File: config.mk
export PLATFORM = sky130hd
export DESIGN_NAME = useq_dispatch
export DESIGN_NICKNAME = d
export VERILOG_FILES = /design/src/rtl/useq_dispatch.sv
export SDC_FILE = /design/constraint.sdc
export NUM_CORES = 1
export LEC_CHECK = 0
export BUFFER_PORTS_ARGS = -buffer_cell sky130_fd_sc_hd__buf_2
export CAP_MARGIN = 20
export CORE_UTILIZATION = 40
export CTS_CLUSTER_DIAMETER = 60
export DETAILED_ROUTE_END_ITERATION = 12
export PLACE_DENSITY = 0.73
export SKIP_CTS_REPAIR_TIMING = 1
export SLEW_MARGIN = 0
export SYNTH_ARGS = -nofsm -noshare
export SYNTH_HDL_FRONTEND = slang
export SYNTH_SLANG_ARGS = --single-unit
export TNS_END_PERCENT = 50
File: constraint.sdc
create_clock -name clk -period 1.99 [get_ports clk]
set_clock_uncertainty 0.15 [all_clocks]
set_input_delay 0.398 -clock clk [delete_from_list [all_inputs] [get_ports clk]]
set_output_delay 0.398 -clock clk [all_outputs]
set_load 0.05 [all_outputs]
File: src/rtl/useq_dispatch.sv
module useq_dispatch #(
  parameter int OPC_W = 6,
  parameter int ST_W  = 4,
  parameter int STB_W = 17
) (
  input  logic             clk,
  input  logic             rst,
  input  logic [OPC_W-1:0] opcode,
  output logic [ST_W-1:0]  upc,
  output logic [STB_W-1:0] strobes,
  output logic [1:0]       addr_ctl
);
  localparam int CW_W = STB_W + 2;
  localparam logic [1:0] SEL_ZERO = 2'b00, SEL_TAB1 = 2'b01,
                         SEL_TAB2 = 2'b10, SEL_INC  = 2'b11;
  localparam logic [1:0] ALU_ADD = 2'b00, ALU_SUB = 2'b01,
                         ALU_FN  = 2'b10, ALU_OR  = 2'b11;

  function automatic logic [ST_W-1:0] tab1(input logic [OPC_W-1:0] op);
    case (op)
      OPC_W'(6'b000000): tab1 = ST_W'(6);
      OPC_W'(6'b000010): tab1 = ST_W'(9);
      OPC_W'(6'b000100): tab1 = ST_W'(8);
      OPC_W'(6'b001011): tab1 = ST_W'(10);
      OPC_W'(6'b100011),
      OPC_W'(6'b101011): tab1 = ST_W'(2);
      default:           tab1 = '0;
    endcase
  endfunction

  function automatic logic [ST_W-1:0] tab2(input logic [OPC_W-1:0] op);
    case (op)
      OPC_W'(6'b100011): tab2 = ST_W'(3);
      OPC_W'(6'b101011): tab2 = ST_W'(5);
      default:           tab2 = '0;
    endcase
  endfunction

  // strobe bits: 0 pc_wr, 1 ir_wr, 2 mem_wr, 3 reg_wr, 4 pc_wr_cond, 5 br_wr,
  // 6 addr_from_alu, 7 dst_rd, 8 wb_from_mem, 9 a_from_reg, 11:10 b_sel,
  // 13:12 alu_op, 14 sign_ext, 16:15 pc_src
  function automatic logic [CW_W-1:0] cstore(input logic [ST_W-1:0] st);
    logic [STB_W-1:0] s;
    logic [1:0]       q;
    s = '0;
    q = SEL_ZERO;
    case (st)
      ST_W'(0):  begin s[0] = 1'b1; s[1] = 1'b1; s[11:10] = 2'b00;
                       s[13:12] = ALU_ADD; q = SEL_INC; end
      ST_W'(1):  begin s[5] = 1'b1; s[14] = 1'b1; s[11:10] = 2'b10;
                       s[13:12] = ALU_ADD; q = SEL_TAB1; end
      ST_W'(2):  begin s[9] = 1'b1; s[14] = 1'b1; s[11:10] = 2'b11;
                       s[13:12] = ALU_ADD; q = SEL_TAB2; end
      ST_W'(3):  begin s[6] = 1'b1; s[9] = 1'b1; s[14] = 1'b1; s[11:10] = 2'b11;
                       s[13:12] = ALU_ADD; q = SEL_INC; end
      ST_W'(4):  begin s[3] = 1'b1; s[8] = 1'b1; s[6] = 1'b1; s[9] = 1'b1;
                       s[14] = 1'b1; s[11:10] = 2'b11; q = SEL_ZERO; end
      ST_W'(5):  begin s[2] = 1'b1; s[6] = 1'b1; s[9] = 1'b1; s[14] = 1'b1;
                       s[11:10] = 2'b11; q = SEL_ZERO; end
      ST_W'(6):  begin s[7] = 1'b1; s[9] = 1'b1; s[11:10] = 2'b01;
                       s[13:12] = ALU_FN; q = SEL_INC; end
      ST_W'(7):  begin s[3] = 1'b1; s[7] = 1'b1; s[9] = 1'b1; s[11:10] = 2'b01;
                       s[13:12] = ALU_FN; q = SEL_ZERO; end
      ST_W'(8):  begin s[4] = 1'b1; s[9] = 1'b1; s[11:10] = 2'b01;
                       s[13:12] = ALU_SUB; s[16:15] = 2'b01; q = SEL_ZERO; end
      ST_W'(9):  begin s[0] = 1'b1; s[16:15] = 2'b10; q = SEL_ZERO; end
      ST_W'(10): begin s[9] = 1'b1; s[11:10] = 2'b11; s[13:12] = ALU_OR;
                       q = SEL_INC; end
      ST_W'(11): begin s[3] = 1'b1; s[9] = 1'b1; s[11:10] = 2'b11;
                       s[13:12] = ALU_OR; q = SEL_ZERO; end
      default:   begin s = '0; q = SEL_ZERO; end
    endcase
    cstore = {s, q};
  endfunction

  logic [CW_W-1:0] cword;
  logic [ST_W-1:0] nxt;

  assign cword    = cstore(upc);
  assign strobes  = cword[CW_W-1:2];
  assign addr_ctl = cword[1:0];

  always_comb begin
    case (addr_ctl)
      SEL_TAB1: nxt = tab1(opcode);
      SEL_TAB2: nxt = tab2(opcode);
      SEL_INC:  nxt = upc + ST_W'(1);
      default:  nxt = '0;
    endcase
  end

  always_ff @(posedge clk) begin
    if (rst) upc <= '0;
    else     upc <= nxt;
  end

  a_r1_reset_zero: assert property (@(posedge clk) rst |=> upc == '0);

  a_r2_inc_step: assert property (@(posedge clk) disable iff (rst)
    addr_ctl == SEL_INC |=> upc == $past(upc) + ST_W'(1));

  a_r2_zero_step: assert property (@(posedge clk) disable iff (rst)
    addr_ctl == SEL_ZERO |=> upc == '0);

  a_r4_tab2_range: assert property (@(posedge clk) disable iff (rst)
    addr_ctl == SEL_TAB2 |=> (upc == ST_W'(3) || upc == ST_W'(5) || upc == '0));

  a_r3_tab1_range: assert property (@(posedge clk) disable iff (rst)
    addr_ctl == SEL_TAB1 |=> (upc == '0 || upc == ST_W'(2) || upc == ST_W'(6) ||
                              upc == ST_W'(8) || upc == ST_W'(9) || upc == ST_W'(10)));

  a_r7_mem_wr_store_only: assert property (@(posedge clk) disable iff (rst)
    strobes[2] |-> upc == ST_W'(5));
endmodule

==> results_dict.tcl, run 1 <==
set metrics [dict create \
    io_pins 31 \
    netlist_area_um2 660.6 \
    ys_top_cells_by_count "14 x nor2_1, 9 x a21oi_1, 7 x nor3_1" \
    drt-total-wl_um 2015 \
    synth_area_leader_cell "dfxtp_1" \
    endpoint_kind "output port" \
    root_buffer "clkbuf_4" \
    clk_pin_slew_worst_paths_ps 40 \
    crit_path_start "upc[0]" \
    min_from "rst" \
    tightest_slew_ps 449.9 \
    hold_viol 0 \
    crit_arrival_ps 1590 \
    seq_area_um2 90.09 \
    antenna_found_initial 0 \
    num-fill-cells 111 \
    yosys.area_share.xor_xnor 0.02652 \
    reg_top3 "upc (4)" \
    slew_headroom 0.6991 \
    cts_tree "done" \
    yosys.area.top_type_share 0.1212 \
    largest_register "upc" \
    grt_pass1_wl_um 2794 \
    fin_crit_ps 2143 \
    synth_top_family_by_area "simple AND/OR/NAND/NOR gates" \
    layout_setup_ws_ps -152.6 \
    netlist_instances 98 \
    grt_max_degree 13 \
    clk_latency_ps 240 \
    dp_hpwl_um 1414 \
    fmax_ghz 0.4667 \
    grt_use_total 0.2009 \
    synth_most_common_cell "nor2_1" \
    slew_viol_final 0 \
    synth_edf_count 0 \
    rows 14 \
    fin_util 0.7800 \
    ir_drop_mv 1.853 \
    synthFlopType "dfxtp_1" \
    rsz0062_at_grt "true" \
    cts_max_path_buffers 2 \
    dr.pass1.iters 4 \
    num_vias 860 \
    synthMuxAreaShare 0 \
    clock_sinks 4 \
    syn-num-nets 110 \
    dieArea_um2 1818 \
    finalSetupViolCount 12 \
    fin_setup_tns_ps -1005 \
    p_leak_uw 0.0004605 \
    core_region_area_um2 1524 \
    synthAdderAreaFrac 0.07576 \
    cts_buffers 3 \
    grt_pass1_vias 670 \
    synthSimpleGateAreaFrac 0.4470 \
    place.gp.congestion 0.9356 \
    largest_reg_flops 4 \
    vias_per_cell 5.695 \
    multi_input_area_um2 714.4 \
    drcViolationCount 0 \
    holdCritPathClass "in2reg" \
    die_w_um 42.64 \
    ys_seq_area_frac 0.1212 \
    area_growth_syn_to_layout_pct 79.92 \
    finalPower_uw 2141 \
    chipHeight_um 42.64 \
    nets 149 \
    post-route-period-util 1.077 \
    grt-ovfl-total 0 \
    ys_seq_elements 4 \
    port_buffers 30 \
    drtIter0Drc 23 \
    critPathKind "reg2out" \
    drive_above_1_share 0.6148 \
    place_ws_ps -41.25 \
    crit_required_ps 1440 \
    synth_area_per_cell_um2 6.741 \
    worstPathMaxFanout 7 \
    start_kind "flip-flop" \
    drv_cap 0 \
    status "finished, violations left" \
    synth_compound_area_frac 0.2330 \
    r2r_start "upc[0]" \
    async_flop_share 0 \
    antenna_left 0 \
    num_antenna_cells 0 \
    wl_per_cell_um 13.34 \
    ys_types 35 \
    htreeDepth 1 \
    powerDensity_nw_per_um2 1801 \
    yosys_warnings 0 \
    fin_cells 151 \
    synth.area.top_cells "dfxtp_1 12%, nor2_1 8.0%, ha_1 7.6%, a21oi_1 6.8%, and2_1 5.7%" \
    initial_core_util 0.4335 \
    dp.cells 144 \
    violations "negative setup slack" \
]
## metrics by stage
step | hold WS [ps] | area (um^2)
CTS | 194.7 | 1040
global route | 205.4 | 1189
finish | 199.3 | 1189
detailed placement | 444.3 | 1017
global placement | 438.6 | 1017
floorplan | 313.0 | 864.6
## worst paths after layout
path,to,slack [ps],depth (start not counted)
worst max-delay path,addr_ctl[0],-150,7
worst min-delay path,upc[3],200,2
worst max register to register,upc[2],-10,7
worst min register to register,upc[0],580,4
## logic make-up (layout without fill, tap and decap cells)
group	Yosys count	in the layout
and+or+nand+nor	51	51
adders and majority gates	4	4
AOI/OAI and AO/OA	25	25
xor gates and xnor gates	2	2
DFF	4	4
buffers and inverters	12	49
## cell usage in the layout, fill, tap and decap left out, types with 2 or more instances in the layout
master and instances:
nor4_4 2, nor3_1 5, buf_4 15, o21ai_1 3
buf_6 6, nand2b_1 4, nor2_2 3, nor2b_1 2
clkbuf_4 9, nand2b_4 2, dfxtp_2 2, inv_4 2
a21oi_1 5, nand3_1 4, buf_8 2, xnor2_1 2
dfxtp_4 2, nor3_4 2, and2_2 2, a21oi_4 3
and2_1 3, nor2_1 9, a31oi_1 2, nand2_1 2
nor2_4 3, buf_2 14, nor4_1 2, ha_4 3
## critical path, stage by stage, from the launching register on
cell	delay (ps)
dfxtp_4	390
inv_4	60
ha_4	200
nor3_4	190
nor2_2	50
a211oi_2	260
a21oi_4	40
buf_6	160
## metal layers
metal,wire (um),global-route usage,vias to the layer above
li1,-,-,427
met2,1038,0.3121,39
met5,0,0,-
met4,36,0.1063,0
met1,837,0.2533,388
met3,102,0.04741,6
## power by group
| part | leakage [uW] | switching [uW] | internal, uW |
|---|---|---|---|
| clock network | 0.0000138 | 36.3 | 67.7 |
| registers | 0.0000350 | 48.8 | 113 |
| logic | 0.000412 | 1160 | 720 |
## area by class of cell
type | count | area share
flip-flops and latches | 4 | 0.07579
clock buffers | 3 | 0.01895
well taps | 16 | 0.01684
inverters | 3 | 0.01368
repair buffers | 43 | 0.2737
multi-input cells | 82 | 0.6011
No activity file was read; power rests on OpenSTA's default activity.
==> run 2: changes to the inputs <==
--- a/config.mk
+++ b/config.mk
@@ -5,12 +5,13 @@
 export SDC_FILE = /design/constraint.sdc
 export NUM_CORES = 1
 export LEC_CHECK = 0
+export ABC_AREA = 1
 export BUFFER_PORTS_ARGS = -buffer_cell sky130_fd_sc_hd__buf_2
 export CAP_MARGIN = 20
 export CORE_UTILIZATION = 40
 export CTS_CLUSTER_DIAMETER = 60
 export DETAILED_ROUTE_END_ITERATION = 12
-export PLACE_DENSITY = 0.73
+export PLACE_DENSITY = 0.74
 export SKIP_CTS_REPAIR_TIMING = 1
 export SLEW_MARGIN = 0
 export SYNTH_ARGS = -nofsm -noshare
==> run 2 against run 1 <==
Net effect:
- the run still ends with negative setup slack left
- utilization rose by 0.21 points
- highest routed layer is now met3
- final area is 10% lower
- sequential share of layout area rose by 1.3 points
- first-iteration DRC count is 61% lower
- clock power decreased by 9%
- critical path type unchanged
- sequential power barely moved
- area after synthesis decreased by 6.4%
- synthesized cell count up 13%
==> results_dict.tcl, run 2 <==
set metrics [dict create \
    slew_viol_final 0 \
    htreeDepth 1 \
    crit_path_start "upc[0]" \
    ys_seq_area_frac 0.1296 \
    netlist_instances 111 \
    port_buffers 30 \
    powerDensity_nw_per_um2 1819 \
    layout_setup_ws_ps -165.0 \
    chipHeight_um 41.31 \
    rsz0062_at_grt "true" \
    ir_drop_mv 1.119 \
    core_region_area_um2 1366 \
    dp.cells 159 \
    rows 13 \
    grt_use_total 0.1967 \
    start_kind "flip-flop" \
    ys_top_cells_by_count "27 x nand2_1, 21 x inv_1, 17 x nor2_1" \
    drt-total-wl_um 1698 \
    fin_cells 164 \
    synthFlopType "dfxtp_1" \
    synth_most_common_cell "nand2_1" \
    crit_arrival_ps 1610 \
    crit_required_ps 1440 \
    die_w_um 41.31 \
    area_growth_syn_to_layout_pct 72.87 \
    antenna_left 0 \
    async_flop_share 0 \
    synth.area.top_cells "nand2_1 16%, dfxtp_1 13%, inv_1 13%, nor2_1 10%, nand3_1 8.9%" \
    initial_core_util 0.4524 \
    p_leak_uw 0.0006318 \
    post-route-period-util 1.083 \
    dp_hpwl_um 1406 \
    nets 163 \
    root_buffer "clkbuf_4" \
    fin_crit_ps 2155 \
    dieArea_um2 1707 \
    antenna_found_initial 0 \
    clk_latency_ps 230 \
    min_from "rst" \
    io_pins 31 \
    status "finished, violations left" \
    largest_reg_flops 4 \
    critPathKind "reg2out" \
    wl_per_cell_um 10.35 \
    endpoint_kind "output port" \
    dr.pass1.iters 4 \
    ff2ff_setup_slack_ps 210 \
    rr_worst_depth 11 \
    cts_tree "done" \
    clk_pin_slew_worst_paths_ps 30 \
    clock_sinks 4 \
    hold_viol 0 \
    grt_pass1_vias 598 \
    violations "negative setup slack" \
    reg_top3 "upc (4)" \
    r2r-end "upc[2]" \
    grt_max_degree 9 \
    synth_area_per_cell_um2 5.568 \
    drcViolationCount 0 \
    drive_above_1_share 0.5436 \
    worstPathMaxFanout 5 \
    ys_seq_elements 4 \
    finalSetupViolCount 5 \
    synth_area_leader_cell "nand2_1" \
    final_cell_mix "21 x buf_2, 17 x nand2_1, 17 x inv_1, 14 x nor2_1" \
    num_antenna_cells 0 \
    cts_max_path_buffers 2 \
    critical_path.endpoint "strobes[9]" \
    final_area_um2 1069 \
    fmax_ghz 0.4640 \
    slew_headroom 0.8310 \
    netlist_area_um2 618.1 \
    placed_area_um2 959.7 \
    grt_pass1_wl_um 2297 \
    vias_per_cell 4.884 \
    largest_register "upc" \
    final_common_cell "buf_2" \
    ys_types 19 \
    place.gp.congestion 0.7308 \
    holdCritPathClass "in2reg" \
    num_vias 801 \
    synth_edf_count 0 \
    drtIter0Drc 9 \
    cts_buffers 3 \
    syn-num-nets 123 \
    grt-ovfl-total 0 \
    drv_cap 0 \
    tightest_slew_ps 255.2 \
    yosys_warnings 0 \
    r2r_start "upc[0]" \
    yosys.area.top_type_share 0.1640 \
]
## run 2: cell count changes after synthesis, sizes merged, moves of 5 or more
cell    delta
a21oi      -8
and2       -6
buf        -5
inv       +22
nand2     +27
nand2b     -6
nand3      +8
nand4      +6
nor2       +5
nor3       -7
## run 2: cell families (layout without fill, tap and decap cells)
logic type | count (synthesis) | in the layout | share of synthesized area
compound gates | 5 | 5 | 0.04655
xor+xnor | 2 | 2 | 0.02835
fa+ha+maj | 4 | 4 | 0.08097
buf+inv | 26 | 64 | 0.1640
flops | 4 | 4 | 0.1296
simple gates | 70 | 70 | 0.5506
## run 2: report_power, final
part / total [uW] / switching (uW) / internal [uW]
clock network: 95.0 / 27.9 / 67.1
logic: 1690 / 1140 / 548
registers: 163 / 50.3 / 113
## run 2: critical path, cell delays in order (launching register included)
cell and delay, ps:
dfxtp_4 390, inv_4 60, ha_4 170, nand2_4 80
nand3_4 80, nor3b_4 220, buf_4 160, nand3_4 70
buf_6 160
## run 2: worst min path at each step
stage	end	slack, ps	cells past startpoint
6_report	upc[3]	190	2
5_1_grt	upc[3]	190	2
4_1_cts	upc[3]	190	2
3_5_place_dp	upc[3]	430	2
3_3_place_gp	upc[3]	430	2
2_1_floorplan	upc[3]	310	1
## run 2: final cells by class
| cell class | instances | area [um^2] |
|---|---|---|
| tap | 15 | 18.77 |
| clock buffer | 3 | 22.52 |
| inverter | 25 | 98.84 |
| sequential | 4 | 95.09 |
| fill | 113 | 297.8 |
| multi-input combinational | 81 | 596.8 |
| timing repair buffer | 36 | 236.5 |
## run 2: routing by layer
layer,track usage,up-vias,part of all wire
met4,0,0,0
met1,0.2428,358,0.41
met2,0.3750,19,0.56
met5,0,-,0
met3,0.03191,0,0.030
li1,-,424,-
## run 2: stage by stage
step | total power [uW] | hold WS (ps) | setup WS, ps | setup TNS, ps | utilization
2_1_floorplan | 1365 | 307.4 | -125.7 | -382.6 | -
3_3_place_gp | 1648 | 427.7 | 18.31 | 0 | 0.7024
3_5_place_dp | 1664 | 429.1 | -29.66 | -48.85 | 0.7024
4_1_cts | 1765 | 190.0 | -274.3 | -1474 | 0.7189
5_1_grt | 2056 | 192.1 | -222.7 | -1264 | 0.7821
6_report | 1944 | 191.6 | -165.0 | -571.4 | 0.7821
==> run 3: changes to the inputs <==
--- a/config.mk
+++ b/config.mk
@@ -11,7 +11,7 @@
 export CORE_UTILIZATION = 40
 export CTS_CLUSTER_DIAMETER = 60
 export DETAILED_ROUTE_END_ITERATION = 12
-export PLACE_DENSITY = 0.74
+export PLACE_DENSITY = 0.78
 export SKIP_CTS_REPAIR_TIMING = 1
 export SLEW_MARGIN = 0
 export SYNTH_ARGS = -nofsm -noshare
==> run 3 against run 2 <==
Net effect:
- the flow still finishes with violations (negative setup slack)
- hold slack lost 7.6 ps
- critical path depth shrank 2
- clock power grew 16%
- die area is the same
- global-route usage grew 2.7 points
- final area grew 2.3%
- clock-buffer cell count is the same
- critical path type unchanged
- total power grew 1.7%
- register-to-register slack is essentially flat
- largest cell class unchanged
==> results_dict.tcl, run 3 (synthesis gave the netlist of run 2 again) <==
set metrics [dict create \
    max_stage_delay_ps 370 \
    final_common_cell "buf_2" \
    num_vias 830 \
    reg_top3 "upc (4)" \
    antenna_left 0 \
    layout_setup_ws_ps -235.7 \
    fin_crit_ps 2226 \
    port_buffers 30 \
    critPathKind "reg2out" \
    cts_buffers 3 \
    io_pins 31 \
    htreeDepth 1 \
    largest_reg_flops 4 \
    crit_arrival_ps 1680 \
    endpoint_kind "output port" \
    nets 163 \
    grt-ovfl-total 0 \
    dp.cells 160 \
    clk_pin_slew_worst_paths_ps 40 \
    placed_area_um2 967.2 \
    drtIter0Drc 15 \
    p_leak_uw 0.0006343 \
    crit_slowest_cell "dfxtp_4" \
    place.gp.congestion 0.7815 \
    clock_sinks 4 \
    post-route-period-util 1.118 \
    final_area_um2 1094 \
    initial_core_util 0.4524 \
    holdCritPathClass "in2reg" \
    cts_tree "done" \
    drv_cap 0 \
    die_w_um 41.31 \
    vias_per_cell 5.061 \
    drt-total-wl_um 1989 \
    dieArea_um2 1707 \
    drcViolationCount 0 \
    cts_max_path_buffers 2 \
    chipHeight_um 41.31 \
    finalPower_uw 1978 \
    crit_top_cell "nand3_4" \
    fin_cells 164 \
    clk_latency_ps 250 \
    dp_hpwl_um 1459 \
    largest_register "upc" \
    hold_viol 0 \
    num_antenna_cells 0 \
    grt_use_total 0.2232 \
    grt_pass1_vias 681 \
    worstPathMaxFanout 5 \
    core_region_area_um2 1366 \
    antenna_found_initial 0 \
    grt_max_degree 9 \
    status "finished, violations left" \
    tightest_slew_ps 363.0 \
    powerDensity_nw_per_um2 1808 \
    place_ws_ps -19.14 \
    ir_drop_mv 1.181 \
    final_cell_mix "18 x buf_2, 17 x nand2_1, 17 x inv_1, 13 x nor2_1" \
    violations "negative setup slack" \
    ff2ff_setup_slack_ps 200 \
    area_growth_syn_to_layout_pct 76.92 \
    fin_util 0.8004 \
    rows 13 \
    finalSetupViolCount 10 \
    wl_per_cell_um 12.13 \
    slew_viol_final 0 \
    start_kind "flip-flop" \
    cp_cell_sequence "ha_2, nand2_4, nand3_4, nor3b_4, nand3_4, buf_6" \
    grt_pass1_wl_um 2532 \
    slew_headroom 0.7577 \
    crit_required_ps 1440 \
    root_buffer "clkbuf_4" \
    drive_above_1_share 0.5503 \
    fmax_ghz 0.4493 \
    dr.pass1.iters 4 \
    rsz0062_at_grt "true" \
]
## run 3: cell types whose count changed in the layout (fill, tap and decap cells not counted), moves of 2 or more
cell,before,now
buf_2,21,18
clkbuf_4,6,8
nand2_4,5,7
nand2_2,7,5
buf_6,5,3
buf_8,0,2
## run 3: path summary, 6_finish.rpt
check        startpoint     endpoint  cells past startpoint
max reg2reg      upc[0]       upc[1]                     11
min                 rst       upc[3]                      2
min reg2reg      upc[1]       upc[3]                      4
max              upc[0]  strobes[10]                      6
## run 3: metrics by stage
step | setup TNS [ps] | hold WS (ps)
final | -1148 | 184.0
after detailed placement | -25.45 | 436.8
after floorplan | -382.6 | 307.4
after global placement | 0 | 424.8
after CTS | -1824 | 185.8
after global routing | -1708 | 200.1
## run 3: layout make-up
class	count	area, um^2
inverter	25	98.84
sequential	4	95.09
fill	99	272.8
clock buffer	3	22.52
timing repair buffer	36	251.5
multi-input combinational	81	606.8
tap	15	18.77
## run 3: critical path: cells and delay by family (launching register included)
kind / cells / cell delay, ps
fa+ha+maj: 1 / 230
buf+inv: 1 / 170
flops: 1 / 370
simple gates: 4 / 660
## run 3: power by group
part	internal, uW	switching (uW)
Combinational	552	1160
Clock	68.0	41.5
Sequential	113	45.0
## run 3: metal layers
layer / track usage / vias to the layer above / wire length, um
li1: - / 427 / -
met1: 0.2109 / 364 / 747
met2: 0.4727 / 33 / 1101
met3: 0.04787 / 6 / 75
met4: 0.04839 / 0 / 65
met5: 0 / - / 0
